`src/rtl/serrx_pkg.sv`:
```
package serrx_pkg;

  typedef enum logic [1:0] {RX_IDLE, RX_START, RX_DATA, RX_STOP} rx_state_e;

  typedef struct packed {
    logic ovr;
    logic nse;
    logic frm;
  } err_flags_t;

  // majority of three mid-bit samples
  function automatic logic vote3(input logic a, input logic b, input logic c);
    return (a & b) | (a & c) | (b & c);
  endfunction

  // samples disagree when not all equal
  function automatic logic split3(input logic a, input logic b, input logic c);
    return (a ^ b) | (b ^ c);
  endfunction

endpackage

```
`src/rtl/serrx_sampler.sv`:
```
module serrx_sampler
  import serrx_pkg::*;
#(
  parameter int DATA_W = 8,
  parameter int OSR    = 16
) (
  input  logic              clk,
  input  logic              rst_n,
  input  logic              rx_i,
  input  logic              tick_i,
  output logic              done_o,
  output logic [DATA_W-1:0] frame_data_o,
  output logic              frame_noise_o,
  output logic              frame_ferr_o
);
  localparam int CNT_W = $clog2(OSR + 1);
  localparam int IDX_W = (DATA_W > 1) ? $clog2(DATA_W) : 1;
  localparam logic [CNT_W-1:0] T_A   = CNT_W'(OSR / 2 - 1);
  localparam logic [CNT_W-1:0] T_B   = CNT_W'(OSR / 2);
  localparam logic [CNT_W-1:0] T_C   = CNT_W'(OSR / 2 + 1);
  localparam logic [CNT_W-1:0] T_END = CNT_W'(OSR);
  localparam logic [IDX_W-1:0] LAST  = IDX_W'(DATA_W - 1);

  rx_state_e         state;
  logic [CNT_W-1:0]  cnt;
  logic [IDX_W-1:0]  bit_idx;
  logic [DATA_W-1:0] shreg;
  logic              rx_prev, s_a, s_b, noise_acc;

  // named internal events
  logic [CNT_W-1:0] tnum;
  logic             mid_evt, bit_v, bit_split, start_fail, edge_evt;

  assign tnum       = (cnt == T_END) ? CNT_W'(1) : cnt + CNT_W'(1);
  assign mid_evt    = tick_i && (state != RX_IDLE) && (tnum == T_C);
  assign bit_v      = vote3(s_a, s_b, rx_i);
  assign bit_split  = split3(s_a, s_b, rx_i);
  assign start_fail = mid_evt && (state == RX_START) && bit_v;
  assign edge_evt   = tick_i && (state == RX_IDLE) && rx_prev && !rx_i;

  assign done_o        = mid_evt && (state == RX_STOP);
  assign frame_data_o  = shreg;
  assign frame_noise_o = noise_acc | bit_split;
  assign frame_ferr_o  = !bit_v;

  always_ff @(posedge clk or negedge rst_n) begin
    if (!rst_n) begin
      state     <= RX_IDLE;
      cnt       <= '0;
      bit_idx   <= '0;
      shreg     <= '0;
      rx_prev   <= 1'b1;
      s_a       <= 1'b1;
      s_b       <= 1'b1;
      noise_acc <= 1'b0;
    end else if (tick_i) begin
      rx_prev <= rx_i;
      if (state == RX_IDLE) begin
        if (edge_evt) begin
          state     <= RX_START;
          cnt       <= CNT_W'(1);
          noise_acc <= 1'b0;
        end
      end else begin
        cnt <= tnum;
        if (tnum == T_A) s_a <= rx_i;
        if (tnum == T_B) s_b <= rx_i;
        if (tnum == T_C) begin
          unique case (state)
            RX_START: if (bit_v) state <= RX_IDLE;
                      else noise_acc <= bit_split;
            RX_DATA: begin
              shreg     <= {bit_v, shreg[DATA_W-1:1]};
              noise_acc <= noise_acc | bit_split;
            end
            RX_STOP:  state <= RX_IDLE;
            default:  state <= RX_IDLE;
          endcase
        end
        if (tnum == T_END) begin
          if (state == RX_START) begin
            state   <= RX_DATA;
            bit_idx <= '0;
          end else if (state == RX_DATA) begin
            if (bit_idx == LAST) state <= RX_STOP;
            else bit_idx <= bit_idx + IDX_W'(1);
          end
        end
      end
    end
  end

  // a rejected start returns to idle and produces no character
  assert_false_start_idle_R1: assert property (@(posedge clk) disable iff (!rst_n)
    start_fail |=> (state == RX_IDLE) && !done_o);

  // a character only begins from idle on a falling edge
  assert_start_from_edge_R1: assert property (@(posedge clk) disable iff (!rst_n)
    ($past(state) == RX_IDLE) && (state == RX_START) |-> $past(edge_evt));

endmodule

```
`src/rtl/serrx_flags.sv`:
```
module serrx_flags
  import serrx_pkg::*;
#(
  parameter int DATA_W = 8
) (
  input  logic              clk,
  input  logic              rst_n,
  input  logic              done_i,
  input  logic [DATA_W-1:0] frame_data_i,
  input  logic              frame_noise_i,
  input  logic              frame_ferr_i,
  input  logic              rd_status_i,
  input  logic              rd_data_i,
  output logic [DATA_W-1:0] data_q,
  output logic              full_q,
  output err_flags_t        flags_q
);
  err_flags_t arm_q, flags_nxt;
  logic       load_evt, ovr_evt;

  assign load_evt = done_i && (!full_q || rd_data_i);
  assign ovr_evt  = done_i && full_q && !rd_data_i;

  always_comb begin
    flags_nxt = flags_q;
    if (rd_data_i) flags_nxt = flags_q & ~arm_q;
    if (load_evt) begin
      flags_nxt.nse = flags_nxt.nse | frame_noise_i;
      flags_nxt.frm = flags_nxt.frm | frame_ferr_i;
    end
    if (ovr_evt) flags_nxt.ovr = 1'b1;
  end

  always_ff @(posedge clk or negedge rst_n) begin
    if (!rst_n) begin
      data_q  <= '0;
      full_q  <= 1'b0;
      flags_q <= '0;
      arm_q   <= '0;
    end else begin
      flags_q <= flags_nxt;
      if (rd_status_i) arm_q <= arm_q | flags_q;
      if (rd_data_i) begin
        arm_q  <= '0;
        full_q <= 1'b0;
      end
      if (load_evt) begin
        data_q <= frame_data_i;
        full_q <= 1'b1;
      end
    end
  end

  // overrunning character leaves the held byte alone and sets overrun
  assert_ovr_keeps_data_R5: assert property (@(posedge clk) disable iff (!rst_n)
    ovr_evt |=> $stable(data_q) && flags_q.ovr && full_q);

  // an unarmed overrun flag survives a data read
  assert_unarmed_survives_R7: assert property (@(posedge clk) disable iff (!rst_n)
    (flags_q.ovr && rd_data_i && !arm_q.ovr) |=> flags_q.ovr);

  // an armed framing flag clears on the data read unless it sets again
  assert_armed_clears_R6: assert property (@(posedge clk) disable iff (!rst_n)
    (rd_data_i && arm_q.frm && !(load_evt && frame_ferr_i)) |=> !flags_q.frm);

  // a noisy accepted character raises the noise flag
  assert_noise_sets_R3: assert property (@(posedge clk) disable iff (!rst_n)
    (load_evt && frame_noise_i) |=> flags_q.nse);

  // a low stop bit on an accepted character raises framing
  assert_frame_sets_R4: assert property (@(posedge clk) disable iff (!rst_n)
    (load_evt && frame_ferr_i) |=> flags_q.frm);

  // data read with no new character empties the register
  assert_read_empties_R2: assert property (@(posedge clk) disable iff (!rst_n)
    (rd_data_i && !done_i) |=> !full_q);

endmodule

```
`src/rtl/serrx_top.sv`:
```
module serrx_top
  import serrx_pkg::*;
#(
  parameter int DATA_W = 8,
  parameter int OSR    = 16
) (
  input  logic              clk,
  input  logic              rst_n,
  input  logic              rx_i,
  input  logic              tick16_i,
  input  logic              rd_status_i,
  input  logic              rd_data_i,
  input  logic              ie_ovr_i,
  input  logic              ie_noise_i,
  input  logic              ie_frame_i,
  output logic [DATA_W-1:0] rdata_o,
  output logic              irq_o
);
  logic              done_w, noise_w, ferr_w, full_w;
  logic [DATA_W-1:0] frame_w, data_w, status_w;
  err_flags_t        flags_w;

  serrx_sampler #(.DATA_W(DATA_W), .OSR(OSR)) u_sampler (
    .clk(clk), .rst_n(rst_n), .rx_i(rx_i), .tick_i(tick16_i),
    .done_o(done_w), .frame_data_o(frame_w),
    .frame_noise_o(noise_w), .frame_ferr_o(ferr_w)
  );

  serrx_flags #(.DATA_W(DATA_W)) u_flags (
    .clk(clk), .rst_n(rst_n), .done_i(done_w), .frame_data_i(frame_w),
    .frame_noise_i(noise_w), .frame_ferr_i(ferr_w),
    .rd_status_i(rd_status_i), .rd_data_i(rd_data_i),
    .data_q(data_w), .full_q(full_w), .flags_q(flags_w)
  );

  assign status_w = {{(DATA_W-4){1'b0}}, full_w, flags_w.ovr, flags_w.nse, flags_w.frm};
  assign rdata_o  = rd_status_i ? status_w : data_w;
  assign irq_o    = (flags_w.ovr & ie_ovr_i) | (flags_w.nse & ie_noise_i) |
                    (flags_w.frm & ie_frame_i);

  // reset leaves every flag and the interrupt low
  assert_reset_clear_R9: assert property (@(posedge clk)
    !rst_n |=> (status_w == '0) && !irq_o);

  // an enabled overrun always reaches the interrupt line
  assert_irq_ovr_R8: assert property (@(posedge clk) disable iff (!rst_n)
    (flags_w.ovr && ie_ovr_i) |-> irq_o);

  // with every enable low the interrupt stays quiet
  assert_irq_masked_R8: assert property (@(posedge clk) disable iff (!rst_n)
    (!ie_ovr_i && !ie_noise_i && !ie_frame_i) |-> !irq_o);

endmodule

```
`config.mk`:
```
export PLATFORM = sky130hd
export DESIGN_NAME = serrx_top
export DESIGN_NICKNAME = d
export VERILOG_FILES = /design/src/rtl/serrx_pkg.sv /design/src/rtl/serrx_sampler.sv /design/src/rtl/serrx_flags.sv /design/src/rtl/serrx_top.sv
export SDC_FILE = /design/constraint.sdc
export NUM_CORES = 1
export LEC_CHECK = 0
export BUFFER_PORTS_ARGS = -buffer_cell sky130_fd_sc_hd__buf_2
export CORE_ASPECT_RATIO = 0.7
export CORE_UTILIZATION = 35
export DETAILED_ROUTE_END_ITERATION = 8
export SLEW_MARGIN = 20
export SYNTH_ARGS = -nofsm -noshare
export SYNTH_HDL_FRONTEND = slang
export SYNTH_SLANG_ARGS = --single-unit
```
`constraint.sdc`:
```
create_clock -name clk -period 4.91 [get_ports clk]
set_clock_uncertainty 0.2 [all_clocks]
set_input_delay 0.982 -clock clk [delete_from_list [all_inputs] [get_ports clk]]
set_output_delay 0.982 -clock clk [all_outputs]
set_load 0.01 [all_outputs]
```
### Yosys cells after proc, flatten, opt, wreduce, memory -nomap -nowiden

Cells that the tools add are included.

* bits in registers: 37
* bits of input ports: 9
* output and inout bits: 9
* word-level logic and storage cells: 106

* $add $sub $neg: 2
* equality and inequality tests: 12
* muxes and demuxes: 28
* bitwise gates (word level): 20
* reduce and logical (&&, ||, !) cells: 28

Operators with widths (number)
* 2-bit two-way mux: 9
* 3-bit two-way mux: 6
* 5-bit two-way mux: 3
* 2-bit nonzero test: 6
* 5-bit by 4-bit == test with 1-bit output, second input constant: 2
* 5-bit == test, second input constant: 2
* 5-bit AND reduction: 2
* 1-bit logical AND: 9
* 8-bit two-way mux: 1
* 1-bit OR: 8
* 1-bit two-way mux: 7
* 1-bit bitwise AND: 6
* 3-bit AND reduction: 2
* 5-bit by 1-bit adder with 5-bit output, second input constant: 1
* 5-bit by 3-bit == test with 1-bit output, second input constant: 1
* 2-bit == test, second input constant: 2
* 1-bit zero test: 4
* 2-bit by 1-bit inequality test with 1-bit output, second input constant: 2
* 2-bit one-hot mux with 2 select lines: 1
* 4-bit AND reduction: 1
* 3-bit by 1-bit adder with 3-bit output, second input constant: 1
* 3-bit bitwise AND: 1
* 3-bit == test, second input constant: 1
* 3-bit inequality test, second input constant: 1
* 10 further kinds: 11

### Logic depth before layout (Yosys ltp)

* word-level depth: 11
* mapped depth: 9
* mapped depth without buffers: 7

### By module

From an unflattened synthesis, not the netlist that was laid out.

* cells, all modules: 179
* area total of the unflattened synthesis: 2133.3 µm²

Modules (own cells, without submodules)
* serrx_sampler: instances 1, cells an instance 126, area an instance 1400.1 µm², seq. area each 554.3 µm²
* serrx_flags: instances 1, cells an instance 42, area an instance 613.1 µm², seq. area each 375.4 µm²
* serrx_top: instances 1, cells an instance 11, area an instance 120.1 µm², seq. area each 0.0 µm²

### Least setup slack after synthesis

OpenSTA, ideal clock, no wires.

* path type: input port to output port
* from: input rd_status_i
* to: output rdata_o[1]
* arrival: 1646 ps
* required time: 3728 ps
* setup slack: 2082 ps
* stages on the path: 2
* path buffers: 1
* cell sequence: clkbuf_1 > mux2_2

* cells in the longest elaborated chain, start to end: 1

RTL lines
* from (decl): line serrx_top.sv:11 `input logic rd_status_i,`
* 8-bit two-way mux: line serrx_top.sv:37 `assign rdata_o = rd_status_i ? status_w : data_w;`
* to (decl): line serrx_top.sv:16 `output logic [DATA_W-1:0] rdata_o,`

No other way between the ends.

### Worst setup path after layout

* from: input tick16_i
* to: register u_flags.data_q[0]

* cells in the longest elaborated chain, start to end: 4

RTL lines
* from (decl): line serrx_top.sv:10 `input logic tick16_i,`
* 1-bit logical AND (2 in series): line serrx_sampler.sv:35 `assign mid_evt = tick_i && (state != RX_IDLE) && (tnum == T_C);`
* 1-bit logical AND: line serrx_sampler.sv:41 `assign done_o = mid_evt && (state == RX_STOP);`
* 1-bit logical AND: line serrx_flags.sv:21 `assign load_evt = done_i && (!full_q || rd_data_i);`
* to (signal assigned): line serrx_flags.sv:48 `data_q <= frame_data_i;`
* to (decl): line serrx_flags.sv:14 `output logic [DATA_W-1:0] data_q,`

No other way between the ends.
A chain may end at the register's enable or synchronous reset.

==> results by group <==
Detailed routing
  • Detailed-route DRC error count: 0
  • Average detailed-routed wire length per instance: about 14 um
  • Number of optimization iterations in the first detailed-route pass: 5
  • Routed Wire Length: 3748 um
  • Ratio of routed vias to standard cells: 5.124
  • Total via count in the routed design: around 1400
  • Remaining antenna violation count: 0
  • Starting DRC count in detailed routing: 78

Yosys
  • Number of enable flip-flop cells after synthesis: 0
  • Count of warnings emitted by yosys: 0
  • Mean instance size in the synthesized netlist: 11.16 um2
  • Ranking of synthesized cells by instance count: sky130_fd_sc_hd__dfrtp_1 (34), sky130_fd_sc_hd__mux2_1 (17), sky130_fd_sc_hd__ha_1 (14), sky130_fd_sc_hd__nand2_1 (14), sky130_fd_sc_hd__nor2_1 (10)
  • Leading cell type by number of instances after synthesis: sky130_fd_sc_hd__dfrtp_1
  • Share of flip-flops with an asynchronous set or reset: 100.0%
  • Number of synthesized register bits: 37
  • Fraction of synthesized cell area taken by the top area cell type: 41.87%
  • Netlist area before placement: 2032 um2
  • Sequential element share of the synthesized area: 45.75%
  • Cell type with the largest total area after synthesis: sky130_fd_sc_hd__dfrtp_1
  • Main synth FF type: sky130_fd_sc_hd__dfrtp_1
  • Number of cells produced by synthesis: 182
  • Library cells used by synthesis: 44
  • Dominant cells by area after synthesis: sky130_fd_sc_hd__dfrtp_1 (42%), sky130_fd_sc_hd__mux2_1 (9.4%), sky130_fd_sc_hd__ha_1 (8.6%)
  • Synth Net Count: 205

Pwr
  • Overall power: 839.1 uW
  • Internal power contribution: ~550 uW
  • Part of the total power dissipated in the clock network: 24.2%
  • Standby leakage power: 1.127 nW
  • Net switching fraction of the power: 35.01%
  • Part of the power in registers: 46.3%
  • Worst IR Drop VDD: between 0.0001 and 0.00015 V
  • Net switching power figure: approximately 300 uW
  • Power per cell area: 370.3 nW/um2
  • Combinational power share: 29.5%

CTS
  • Num CTS Buffers: 5
  • Setup bufs post-CTS: 0
  • Root buffer selected by CTS: sky130_fd_sc_hd__clkbuf_8
  • TritonCTS clock tree: built
  • # H-tree levels: 2
  • Clock transition at the register clock pins on the worst setup and hold paths after CTS: 0.08 ns
  • Later-pin clock latency in the skew report: 0.28 ns
  • CTS sink cnt: 37
  • Cts repair resizes: 0
  • Quantity of hold-fixing buffers added after cts: 0
  • Buffers from clock root to sink, at most: 2

Worst setup path
  • Stages on the worst setup path: 6
  • Largest stage delay on the critical path: 0.49 ns
  • Startpoint of the worst-slack reg-to-reg timing path: u_sampler.state[0]$_DFFE_PN0P_
  • Reg2reg setup slack: 2.05 ns
  • Critical path's top delay family: simple AND/OR/NAND/NOR gates
  • Cells along the critical path: buf_2, nor2b_1, nand2_1, a221oi_4, and3_1, mux2_1
  • Master of the slowest instance on the critical path: sky130_fd_sc_hd__and3_1
  • Startpoint type of the worst setup path: input port
  • Worst setup endpoint: u_flags.data_q[0]$_DFFE_PN0P_
  • Endpoint of the most critical register-to-register path: u_flags.data_q[0]$_DFFE_PN0P_
  • Crit-path max FO: 10
  • Origin of the worst setup path: tick16_i
  • Required time of the critical path: 4.87 ns
  • Start-to-end type of the worst setup path: input port to register
  • Depth of the worst register-to-register path: 7
  • Data arrival time of the critical path: about 2.9 ns
  • Number of buffers and inverters on the critical path: 1
  • Worst setup EP type: register

Min path
  • Min-Delay Path Depth: 1
  • Kind of path behind the tightest hold check: register to register
  • HP Start: u_flags.data_q[6]$_DFFE_PN0P_

Timing
  • Final clock period utilization by the worst path: 59.70%
  • Accumulated negative setup slack: 0 ns
  • Least-Margin Pin Slew: 0.7988 ns
  • RSZ-0062 raised after global routing: false
  • Final hold vios: 0
  • Count of final setup violators: 0
  • Final Max Slew Viols: 0
  • Max transition margin: between 40% and 50%
  • Fin crit period: between 2 and 3 ns
  • Fmax: between 0.3 and 0.4 GHz

Floorplan
  • Die X-Extent: 93.07 um
  • Area of the die: about 6100 um2
  • I/O pin count: 18
  • Core area: roughly 5400 um2
  • Vertical die dimension: 65.75 um
  • Site row count: 22
  • Initial Util: 37.47%

Global route
  • Met2 capacity usage during global routing: a little under a fifth
  • Met3 layer usage reported by global route: 3.935%
  • First-pass GRT wire length: ~6500 um
  • Total GRT Usage: 13.84%
  • Gr ovfl total: 0
  • Top Usage Layer GRT: met1
  • Antenna violations before repair: 0
  • Pin count of the biggest net entering global routing: 38
  • Number of global-route vias before repair: 1306
  • GRT met1 Usage: 20.84%

Flow run
  • Number of maximum-capacitance violations: 0

Place
  • Routability congestion estimate from global placement: 0.7999
  • PortBufs: 17
  • Detailed placer's ending HPWL: between 2000 and 3000 um
  • Post-place instance area: approximately 2200 um2

Layout
  • Ant diodes: 0
  • Area of the multi-input gates: 1045 um2
  • Final non-filler cell area: between 2000 and 2500 um2
  • Footprint of the flip-flops and latches: 929.6 um2
  • Fraction of final layout cells with drive strength greater than 1: 20.30%
  • Number of filler cells placed in the layout: 521
  • # nets final: around 220
  • Layout Area Growth over Synthesis: 11.51%

Status
  • Result of the run: complete, no violations
[how the worst min path moves through the flow]
stage,to
floorplan,u_flags.data_q[4]$_DFFE_PN0P_
global placement,u_flags.data_q[5]$_DFFE_PN0P_
detailed placement,u_flags.data_q[5]$_DFFE_PN0P_
CTS,u_flags.data_q[5]$_DFFE_PN0P_
global route,u_flags.data_q[4]$_DFFE_PN0P_
finish,u_flags.data_q[6]$_DFFE_PN0P_
[registers in the layout, indices dropped and copies added (netlist names)]
name / cells
u_sampler.state: 2
u_flags.flags_q: 3
u_sampler.rx_prev: 1
u_sampler.noise_acc: 1
u_sampler.s_a: 1
u_sampler.frame_data_o: 8
u_flags.arm_q: 3
u_sampler.bit_idx: 3
u_sampler.s_b: 1
u_flags.full_q: 1
u_sampler.cnt: 5
u_flags.data_q: 8
[per-stage QoR]
| stage | hold WS, ns | utilization [%] | setup slack, ns | std cells |
|---|---|---|---|---|
| after floorplan | 0.2495 | - | 2.082 | 182 |
| final | 0.2786 | 41.79 | 1.979 | 274 |
| after CTS | 0.2867 | 41.79 | 1.987 | 274 |
| after detailed placement | 0.2682 | 40.19 | 1.685 | 266 |
| after global placement | 0.2643 | 40.19 | 1.734 | 266 |
| after global routing | 0.3042 | 41.79 | 1.803 | 274 |
[placed cells by master, fill, tap and decap left out, types with 2 or more instances in the layout]
cell type                  instances
sky130_fd_sc_hd__nand2b_1          6
sky130_fd_sc_hd__a222oi_1          2
sky130_fd_sc_hd__mux2_2            5
sky130_fd_sc_hd__nand3b_1          2
sky130_fd_sc_hd__nor2_1           10
sky130_fd_sc_hd__o21ai_1           3
sky130_fd_sc_hd__o211ai_1          2
sky130_fd_sc_hd__clkinv_2          2
sky130_fd_sc_hd__inv_1             8
sky130_fd_sc_hd__or3_1             5
sky130_fd_sc_hd__buf_2            17
sky130_fd_sc_hd__o31ai_1           4
sky130_fd_sc_hd__dfrtp_1          34
sky130_fd_sc_hd__clkbuf_8          5
sky130_fd_sc_hd__a22o_1            4
sky130_fd_sc_hd__a21o_1            3
sky130_fd_sc_hd__dfstp_2           3
sky130_fd_sc_hd__mux2_1           17
sky130_fd_sc_hd__nor2b_1           8
sky130_fd_sc_hd__ha_1             14
sky130_fd_sc_hd__a21oi_1           8
sky130_fd_sc_hd__nand3_1           3
sky130_fd_sc_hd__a31oi_1           2
sky130_fd_sc_hd__nand2_1          14
[cell type report]
type / count / area share [%]
multi-input cells: 132 / 46.11
flip-flops and latches: 37 / 41.03
well taps: 72 / 3.976
repair buffers: 17 / 3.755
clock buffers: 5 / 3.037
inverters: 8 / 1.325
clock inverters: 3 / 0.7731
[routing by layer]
layer | wire (um) | vias to the layer above | share of wire (%)
met5 | 0 | - | 0
met4 | 19 | 0 | 0.51
met3 | 159 | 2 | 4.2
met2 | 1510 | 23 | 40
met1 | 2059 | 688 | 55
li1 | - | 691 | -
[power by group through the flow]
| stage | combinational, mW | clock (mW) | sequential (mW) |
|---|---|---|---|
| after global placement | 0.246 | 0 | 0.393 |
| after CTS | 0.248 | 0.211 | 0.388 |
| after detailed placement | 0.248 | 0 | 0.393 |
| after floorplan | 0.209 | 0 | 0.373 |
| final | 0.247 | 0.203 | 0.388 |
| after global routing | 0.282 | 0.222 | 0.396 |
[cells by family (layout without fill, tap and decap cells)]
logic type,count (synthesis),after routing,synth area share [%]
flip-flops,37,37,45.75
XOR/XNOR,1,1,0.4311
multiplexers,23,23,12.68
adder cells (fa/ha/maj),14,14,8.621
AND/OR/NAND/NOR,57,57,15.27
AO/OA/AOI/OAI,37,37,14.41
buffers and inverters,13,33,2.832
(Power assumes the default switching activity.)
